$ cat src/rtl/ckg_pkg.sv
package ckg_pkg;
   typedef enum logic [1:0] {
      PW_WAKE  = 2'd0,
      PW_RUN   = 2'd1,
      PW_DRAIN = 2'd2,
      PW_DOWN  = 2'd3
   } pw_state_e;
endpackage

$ cat src/rtl/ckg_sync.sv
module ckg_sync #(
   parameter int W = 1,
   parameter int STAGES = 2,
   parameter logic [W-1:0] RST_VAL = '1
) (
   input  logic         clk,
   input  logic         rst_n,
   input  logic [W-1:0] din,
   output logic [W-1:0] dout
);
   generate
      if (STAGES < 2) begin : g_bad_stages
         $error("ckg_sync: STAGES must be at least 2");
      end
      if (W < 1) begin : g_bad_width
         $error("ckg_sync: W must be positive");
      end
   endgenerate

   logic [W-1:0] stg [STAGES];

   always_ff @(posedge clk or negedge rst_n) begin
      if (!rst_n) begin
         for (int i = 0; i < STAGES; i++) stg[i] <= RST_VAL;
      end else begin
         stg[0] <= din;
         for (int i = 1; i < STAGES; i++) stg[i] <= stg[i-1];
      end
   end

   assign dout = stg[STAGES-1];
endmodule

$ cat src/rtl/ckg_gate.sv
module ckg_gate (
   input  logic clk,
   input  logic rst_n,
   input  logic clk_in,
   input  logic req,
   input  logic kill,
   output logic clk_out
);
   logic en_q;
   logic out_q;

   // the enable may only move while the incoming clock is low
   always_ff @(posedge clk or negedge rst_n) begin
      if (!rst_n) begin
         en_q  <= 1'b0;
         out_q <= 1'b0;
      end else begin
         if (!clk_in) en_q <= req & ~kill;
         out_q <= clk_in & en_q & ~kill;
      end
   end

   assign clk_out = out_q;


   out_follows_input_chk: assert property (@(posedge clk) disable iff (!rst_n)
      out_q |-> $past(clk_in));


   no_runt_fall_chk: assert property (@(posedge clk) disable iff (!rst_n)
      $fell(out_q) |-> (!$past(clk_in) || $past(kill)));
endmodule

$ cat src/rtl/ckg_pwr_fsm.sv
module ckg_pwr_fsm
   import ckg_pkg::*;
#(
   parameter int WAKE_CYCLES = 300000
) (
   input  logic clk,
   input  logic rst_n,
   input  logic pd_n_s,
   input  logic pci_rise,
   output logic run,
   output logic kill,
   output logic osc_en,
   output logic vco_en
);
   localparam int CW = $clog2(WAKE_CYCLES + 1);
   localparam logic [CW-1:0] CNT_LAST = CW'(WAKE_CYCLES - 1);

   generate
      if (WAKE_CYCLES < 1) begin : g_bad_wake
         $error("ckg_pwr_fsm: WAKE_CYCLES must be at least 1");
      end
   endgenerate

   pw_state_e state_q, state_d;
   logic [CW-1:0] cnt_q, cnt_d;

   always_comb begin
      state_d = state_q;
      cnt_d   = cnt_q;
      unique case (state_q)
         PW_WAKE: begin
            if (!pd_n_s) begin
               state_d = PW_DOWN;
            end else if (cnt_q == CNT_LAST) begin
               state_d = PW_RUN;
               cnt_d   = '0;
            end else begin
               cnt_d = cnt_q + 1'b1;
            end
         end
         PW_RUN:   if (!pd_n_s && pci_rise) state_d = PW_DRAIN;
         PW_DRAIN: if (pci_rise) state_d = PW_DOWN;
         PW_DOWN: begin
            if (pd_n_s) begin
               state_d = PW_WAKE;
               cnt_d   = '0;
            end
         end
         default: state_d = PW_WAKE;
      endcase
   end

   always_ff @(posedge clk or negedge rst_n) begin
      if (!rst_n) begin
         state_q <= PW_WAKE;
         cnt_q   <= '0;
      end else begin
         state_q <= state_d;
         cnt_q   <= cnt_d;
      end
   end

   assign run    = (state_q == PW_RUN);
   assign kill   = (state_q == PW_DOWN);
   assign osc_en = ~kill;
   assign vco_en = ~kill;


   drain_to_off_chk: assert property (@(posedge clk) disable iff (!rst_n)
      (state_q == PW_DRAIN && pci_rise) |=> !osc_en);


   wake_wait_full_chk: assert property (@(posedge clk) disable iff (!rst_n)
      $rose(run) |-> ($past(cnt_q) == CNT_LAST));
endmodule

$ cat src/rtl/ckg_stop_ctrl.sv
module ckg_stop_ctrl #(
   parameter int N_CPU       = 4,
   parameter int N_MID       = 4,
   parameter int N_HALF      = 2,
   parameter int N_PCI       = 7,
   parameter int N_APIC      = 3,
   parameter int N_REF       = 2,
   parameter int SYNC_STAGES = 2,
   parameter int WAKE_CYCLES = 300000
) (
   input  logic              clk,
   input  logic              rst_n,
   input  logic              cpu_stop_n,
   input  logic              pci_stop_n,
   input  logic              pwrdn_n,
   input  logic              clk_cpu_i,
   input  logic              clk_mid_i,
   input  logic              clk_half_i,
   input  logic              clk_pci_i,
   input  logic              clk_apic_i,
   input  logic              clk_ref_i,
   input  logic              clk_usb_i,
   output logic [N_CPU-1:0]  cpu_o,
   output logic [N_MID-1:0]  mid_o,
   output logic [N_HALF-1:0] half_o,
   output logic              pci_free_o,
   output logic [N_PCI-1:0]  pci_o,
   output logic [N_APIC-1:0] apic_o,
   output logic [N_REF-1:0]  ref_o,
   output logic              usb_o,
   output logic              osc_en_o,
   output logic              vco_en_o
);
   generate
      if (N_CPU < 1 || N_MID < 1 || N_HALF < 1 || N_PCI < 1 || N_APIC < 1 || N_REF < 1) begin : g_bad_counts
         $error("ckg_stop_ctrl: every output group needs at least one copy");
      end
   endgenerate

   logic [2:0] ctl_s;
   logic       cpu_s, pci_s, pd_s;
   logic       pci_q, pci_rise;
   logic       cpu_req, pci_req;
   logic       run, kill;
   logic       cpu_grp_req, pci_grp_req;

   ckg_sync #(.W(3), .STAGES(SYNC_STAGES), .RST_VAL(3'b111)) u_sync (
      .clk  (clk),
      .rst_n(rst_n),
      .din  ({pwrdn_n, pci_stop_n, cpu_stop_n}),
      .dout (ctl_s)
   );
   assign {pd_s, pci_s, cpu_s} = ctl_s;

   // stop requests are taken on rising edges of the free-running PCI clock
   always_ff @(posedge clk or negedge rst_n) begin
      if (!rst_n) begin
         pci_q   <= 1'b0;
         cpu_req <= 1'b1;
         pci_req <= 1'b1;
      end else begin
         pci_q <= clk_pci_i;
         if (pci_rise) begin
            cpu_req <= cpu_s;
            pci_req <= pci_s;
         end
      end
   end
   assign pci_rise = clk_pci_i & ~pci_q;

   ckg_pwr_fsm #(.WAKE_CYCLES(WAKE_CYCLES)) u_pwr (
      .clk     (clk),
      .rst_n   (rst_n),
      .pd_n_s  (pd_s),
      .pci_rise(pci_rise),
      .run     (run),
      .kill    (kill),
      .osc_en  (osc_en_o),
      .vco_en  (vco_en_o)
   );

   assign cpu_grp_req = run & cpu_req;
   assign pci_grp_req = run & pci_req;

   genvar gi;
   generate
      for (gi = 0; gi < N_CPU; gi++) begin : g_cpu
         ckg_gate u_g (.clk(clk), .rst_n(rst_n), .clk_in(clk_cpu_i),
                       .req(cpu_grp_req), .kill(kill), .clk_out(cpu_o[gi]));
      end
      for (gi = 0; gi < N_MID; gi++) begin : g_mid
         ckg_gate u_g (.clk(clk), .rst_n(rst_n), .clk_in(clk_mid_i),
                       .req(cpu_grp_req), .kill(kill), .clk_out(mid_o[gi]));
      end
      for (gi = 0; gi < N_HALF; gi++) begin : g_half
         ckg_gate u_g (.clk(clk), .rst_n(rst_n), .clk_in(clk_half_i),
                       .req(run), .kill(kill), .clk_out(half_o[gi]));
      end
      for (gi = 0; gi < N_PCI; gi++) begin : g_pci
         ckg_gate u_g (.clk(clk), .rst_n(rst_n), .clk_in(clk_pci_i),
                       .req(pci_grp_req), .kill(kill), .clk_out(pci_o[gi]));
      end
      for (gi = 0; gi < N_APIC; gi++) begin : g_apic
         ckg_gate u_g (.clk(clk), .rst_n(rst_n), .clk_in(clk_apic_i),
                       .req(run), .kill(kill), .clk_out(apic_o[gi]));
      end
      for (gi = 0; gi < N_REF; gi++) begin : g_ref
         ckg_gate u_g (.clk(clk), .rst_n(rst_n), .clk_in(clk_ref_i),
                       .req(run), .kill(kill), .clk_out(ref_o[gi]));
      end
   endgenerate

   ckg_gate u_pci_free (.clk(clk), .rst_n(rst_n), .clk_in(clk_pci_i),
                        .req(run), .kill(kill), .clk_out(pci_free_o));
   ckg_gate u_usb (.clk(clk), .rst_n(rst_n), .clk_in(clk_usb_i),
                   .req(run), .kill(kill), .clk_out(usb_o));


   off_means_silent_chk: assert property (@(posedge clk) disable iff (!rst_n)
      (!osc_en_o && $past(!osc_en_o)) |->
         (cpu_o == '0 && mid_o == '0 && half_o == '0 && pci_o == '0 &&
          apic_o == '0 && ref_o == '0 && !pci_free_o && !usb_o));


   cpu_stop_holds_chk: assert property (@(posedge clk) disable iff (!rst_n)
      (!cpu_req && !clk_cpu_i) |=> ##1 (cpu_o == '0));
endmodule

$ cat config.mk
export PLATFORM = sky130hd
export DESIGN_NAME = ckg_stop_ctrl
export DESIGN_NICKNAME = d
export VERILOG_FILES = /design/src/rtl/ckg_pkg.sv /design/src/rtl/ckg_sync.sv /design/src/rtl/ckg_gate.sv /design/src/rtl/ckg_pwr_fsm.sv /design/src/rtl/ckg_stop_ctrl.sv
export SDC_FILE = /design/constraint.sdc
export NUM_CORES = 1
export LEC_CHECK = 0
export BUFFER_PORTS_ARGS = -buffer_cell sky130_fd_sc_hd__clkbuf_2
export CAP_MARGIN = 10
export CELL_PAD_IN_SITES_DETAIL_PLACEMENT = 0
export CELL_PAD_IN_SITES_GLOBAL_PLACEMENT = 2
export CORE_MARGIN = 2
export CORE_UTILIZATION = 31
export DETAILED_ROUTE_END_ITERATION = 8
export HOLD_SLACK_MARGIN = 0.02
export PLACE_DENSITY = 0.75
export SLEW_MARGIN = 25
export SYNTH_ARGS = -nofsm -noshare
export SYNTH_HDL_FRONTEND = slang
export SYNTH_SLANG_ARGS = --single-unit
export TNS_END_PERCENT = 30
$ cat constraint.sdc
create_clock -name clk -period 1.85 [get_ports clk]
set_input_delay 0 -clock clk [delete_from_list [all_inputs] [get_ports clk]]
set_output_delay 0 -clock clk [all_outputs]
set_load 0.005 [all_outputs]
==> results.md <==
* Via density per instance at between 4 and 5
* Critical Path AT at 2.23 ns
* Net Switching at 1.32 mW
* DRT Pass-1 Iters at 4
* Fin. max-slew vios at 0
* GRT Residual Overflow at 0
* Slowest CP cell: or4_4
* Flop-to-flop setup slack at -0.20 ns
* CP top delay family: compound AO/OA/AOI/OAI gates
* Ys flop type: dfrtp_1
* Comb pwr share at 0.427
* Via count at around 1900
* Maximum fanout along the worst path at 9
* Placed Area at roughly 2600 sq um
* Diode count at 0
* Peak VDD IR at between 0.4 and 0.5 mV
* FFs w/ async S/R, synth at 1.00
* Die ar. at between 8000 and 9000 sq um
* Fin crit period at between 2 and 2.5 ns
* Synth cell types at 35
* Int Pwr at between 2 and 2.5 mW
* CTS Buffer Depth at 2
* TritonCTS buffer count at 5
* Synth area leader: dfrtp_1
* Die Y at roughly 90 microns
* Post-synthesis cell count at 230
* Skew-Pair Late Insertion Delay at around 0.30 ns
* Area growth from synthesis to layout at 33.9%
* Count of standard-cell rows at 31
* Reg2reg start: u_pwr.cnt_q[1]
* HP Start: cpu_stop_n
* Crit path setup slack, layout at -0.198 ns
* Finished layout cell area at between 3000 and 4000 sq um
* Worst Hold Class: in2reg
* Sinks on the clock net at 46
* Seq/Total Area, Yosys at 0.509
* Endpoints failing setup at 17
* Mapped Area at 2280 sq um
* Share of cells above drive strength 1 at 0.395
* Drt drc at 0
* LEAKAGE at around 1.4 nW
* Starting DRT DRC Count at 96
* Startpoint Class: register
* CP Data Required Time at ~2 ns
* Buf/Inv on CP at 2
* Crit-path max cell delay at ~0.42 ns
* Area contributors post-synth: dfrtp_1 (42%), dfstp_2 (9.2%), buf_4 (7.6%)
* Wire length per cell at ~12 microns
* Clock Tree Root: clkbuf_8
* Synth Net Count at between 200 and 250
* Multi-input gate area at approximately 1000 sq um
* CP Class: reg2reg
* Utilization after layout at 0.425
* Total Routing Usage GR at 0.123
* Switching share of power at 0.366
* Final ANT Viol Nets at 0
* Cell mode on critical path: a31oi_1
* Clock Skews at between 0.007 and 0.008 ns
* Worst Hold Path Cells at 2
* Vias in the first global route at around 1700
* Hold path endpoint: u_sync.stg[3]
* Largest net degree at the start of global routing at 47
* F_max at approximately 490 MHz
* Htree depth at 2
* Relative max-transition margin at 0.605
* Most frequent cells in the layout: dfrtp_1 (38), clkbuf_2 (37), buf_4 (35)
* Initial antenna violation count at 0
* Port-buffer cells at 37
* Final wirelength at slightly below 5000 microns
* First-pass GRT wire length at 8090 microns
* Post-synth top area share at 0.417
* I/O pin cnt at 38
* Hold Fails Final Rpt at 0
* Commonest non-fill, non-tap cell in the layout: dfrtp_1
* CTS tree: built
* Endpoint class of the critical path: register
* Hold slack at 0.324 ns
* Synth Register Bits at 46
* Die width at 89.8 microns
* Max-cap viol count at 0
* Initial Utilization at 0.318
* FF+latch area at around 1200 sq um
* Power per cell area at ~1200 nW/um^2
* Synth warn at 0
* Syn Area/Cell at between 9 and 10 sq um
* Fin nets at around 310
* Fill cell count at slightly above 700
* Status: finished with violations
* Clock power share at 0.214
* GPL Wtd Cong at approximately 0.76
* Worst reg2reg path endpoint: u_pwr.cnt_q[6]
* Core ar. at about 7200 sq um
* Clk slew on worst S/H paths at 0.09 ns
* Final period utilization at 1.11
* Reg power frac at 0.359
* Violated checks: setup timing
* R2r worst-path depth at 8
* RSZ-0062 raised after global routing: yes
* Post-synth EDFFs at 0
* Worst-margin pin slew at between 0.5 and 0.6 ns
* Crit path cell chain: ha_2 -> nand2b_1 -> or4_4 -> o41a_1 -> buf_6 -> buf_4 -> a31oi_1 -> a31oi_1
* DP HPWL at 3410 microns
metal layers:
| layer | track usage | part of all wire | vias up |
|---|---|---|---|
| li1 | - | - | 929 |
| met1 | 0.167 | 0.49 | 903 |
| met2 | 0.196 | 0.46 | 36 |
| met3 | 0.0260 | 0.032 | 5 |
| met4 | 0.0423 | 0.013 | 0 |
| met5 | 0 | 0 | - |
cell usage after synthesis (2+ instances only):
master and number:
ha_1 7, mux2i_1 3, nand2_1 30, clkbuf_1 5, buf_6 2, nand2b_1 4
o311ai_0 2, o41a_1 3, a31oi_1 18, buf_4 23, nand3b_1 3, nand3_1 14
and3_1 6, dfstp_2 8, nor2_1 16, nor4_1 2, dfrtp_1 38, o21ai_0 15
a41oi_1 2, nand4_1 5, nor2b_1 2, inv_1 9
area by class of cell:
cell class,instances,share of cell area
Timing Repair Buffer,88,0.202
Multi-Input combinational cell,145,0.329
Tap cell,99,0.0406
Clock buffer,5,0.0225
Sequential cell,46,0.380
Clock inverter,3,0.0143
Inverter,9,0.0111
cells by family (layout without fill, tap and decap cells):
family / Yosys count / in the layout / share of synthesized area
AO/OA/AOI/OAI: 47 / 47 / 0.138
adder cells (fa/ha/maj): 7 / 7 / 0.0384
buffers and inverters: 39 / 105 / 0.109
flip-flops: 46 / 46 / 0.509
AND/OR/NAND/NOR: 88 / 88 / 0.192
multiplexers: 3 / 3 / 0.0132
how the worst max path moves through the flow:
stage          cells after the start            from  slack [ns]               to
2_1_floorplan                      8  u_pwr.cnt_q[0]       -0.15  u_pwr.cnt_q[10]
5_1_grt                            8  u_pwr.cnt_q[0]       -0.31   u_pwr.cnt_q[6]
4_1_cts                            7  u_pwr.cnt_q[0]       -0.18   u_pwr.cnt_q[7]
3_3_place_gp                       7  u_pwr.cnt_q[1]       -0.13   u_pwr.cnt_q[7]
3_5_place_dp                       7  u_pwr.cnt_q[0]       -0.17   u_pwr.cnt_q[7]
6_report                           8  u_pwr.cnt_q[1]       -0.20   u_pwr.cnt_q[6]
what timing repair did:
action / 4_1_cts / 5_1_grt
endpoints found under the hold margin: 56 / 0
setup endpoints to repair: 20 / 21
pin swaps: 2 / 11
setup buffers: 2 / 6
resized for setup: 7 / 26
hold buffers: 11 / 0
sequential cells by signal, indices dropped and copies added (netlist names), 2 cells and up:
signal	cells
u_pwr.cnt_q	19
u_pwr.state_q	2
u_sync.dout	3
u_sync.stg	3
power by group through the flow:
stage          Sequential, mW  Clock [mW]  Combinational, mW
2_1_floorplan            1.33           0              0.846
3_3_place_gp             1.31           0               1.25
3_5_place_dp             1.32           0               1.25
4_1_cts                  1.30       0.797               1.35
5_1_grt                  1.32       0.840               1.71
6_report                 1.29       0.771               1.54
stage by stage:
stage	TNS [ns]	instances	worst slack (ns)	power (mW)
after floorplan	-1.08	230	-0.149	2.17
after global placement	-0.732	368	-0.127	2.56
after detailed placement	-1.28	368	-0.172	2.57
after CTS	-1.63	389	-0.177	3.45
after global routing	-3.74	395	-0.310	3.87
final	-1.86	395	-0.198	3.60
(Power assumes the default switching activity.)
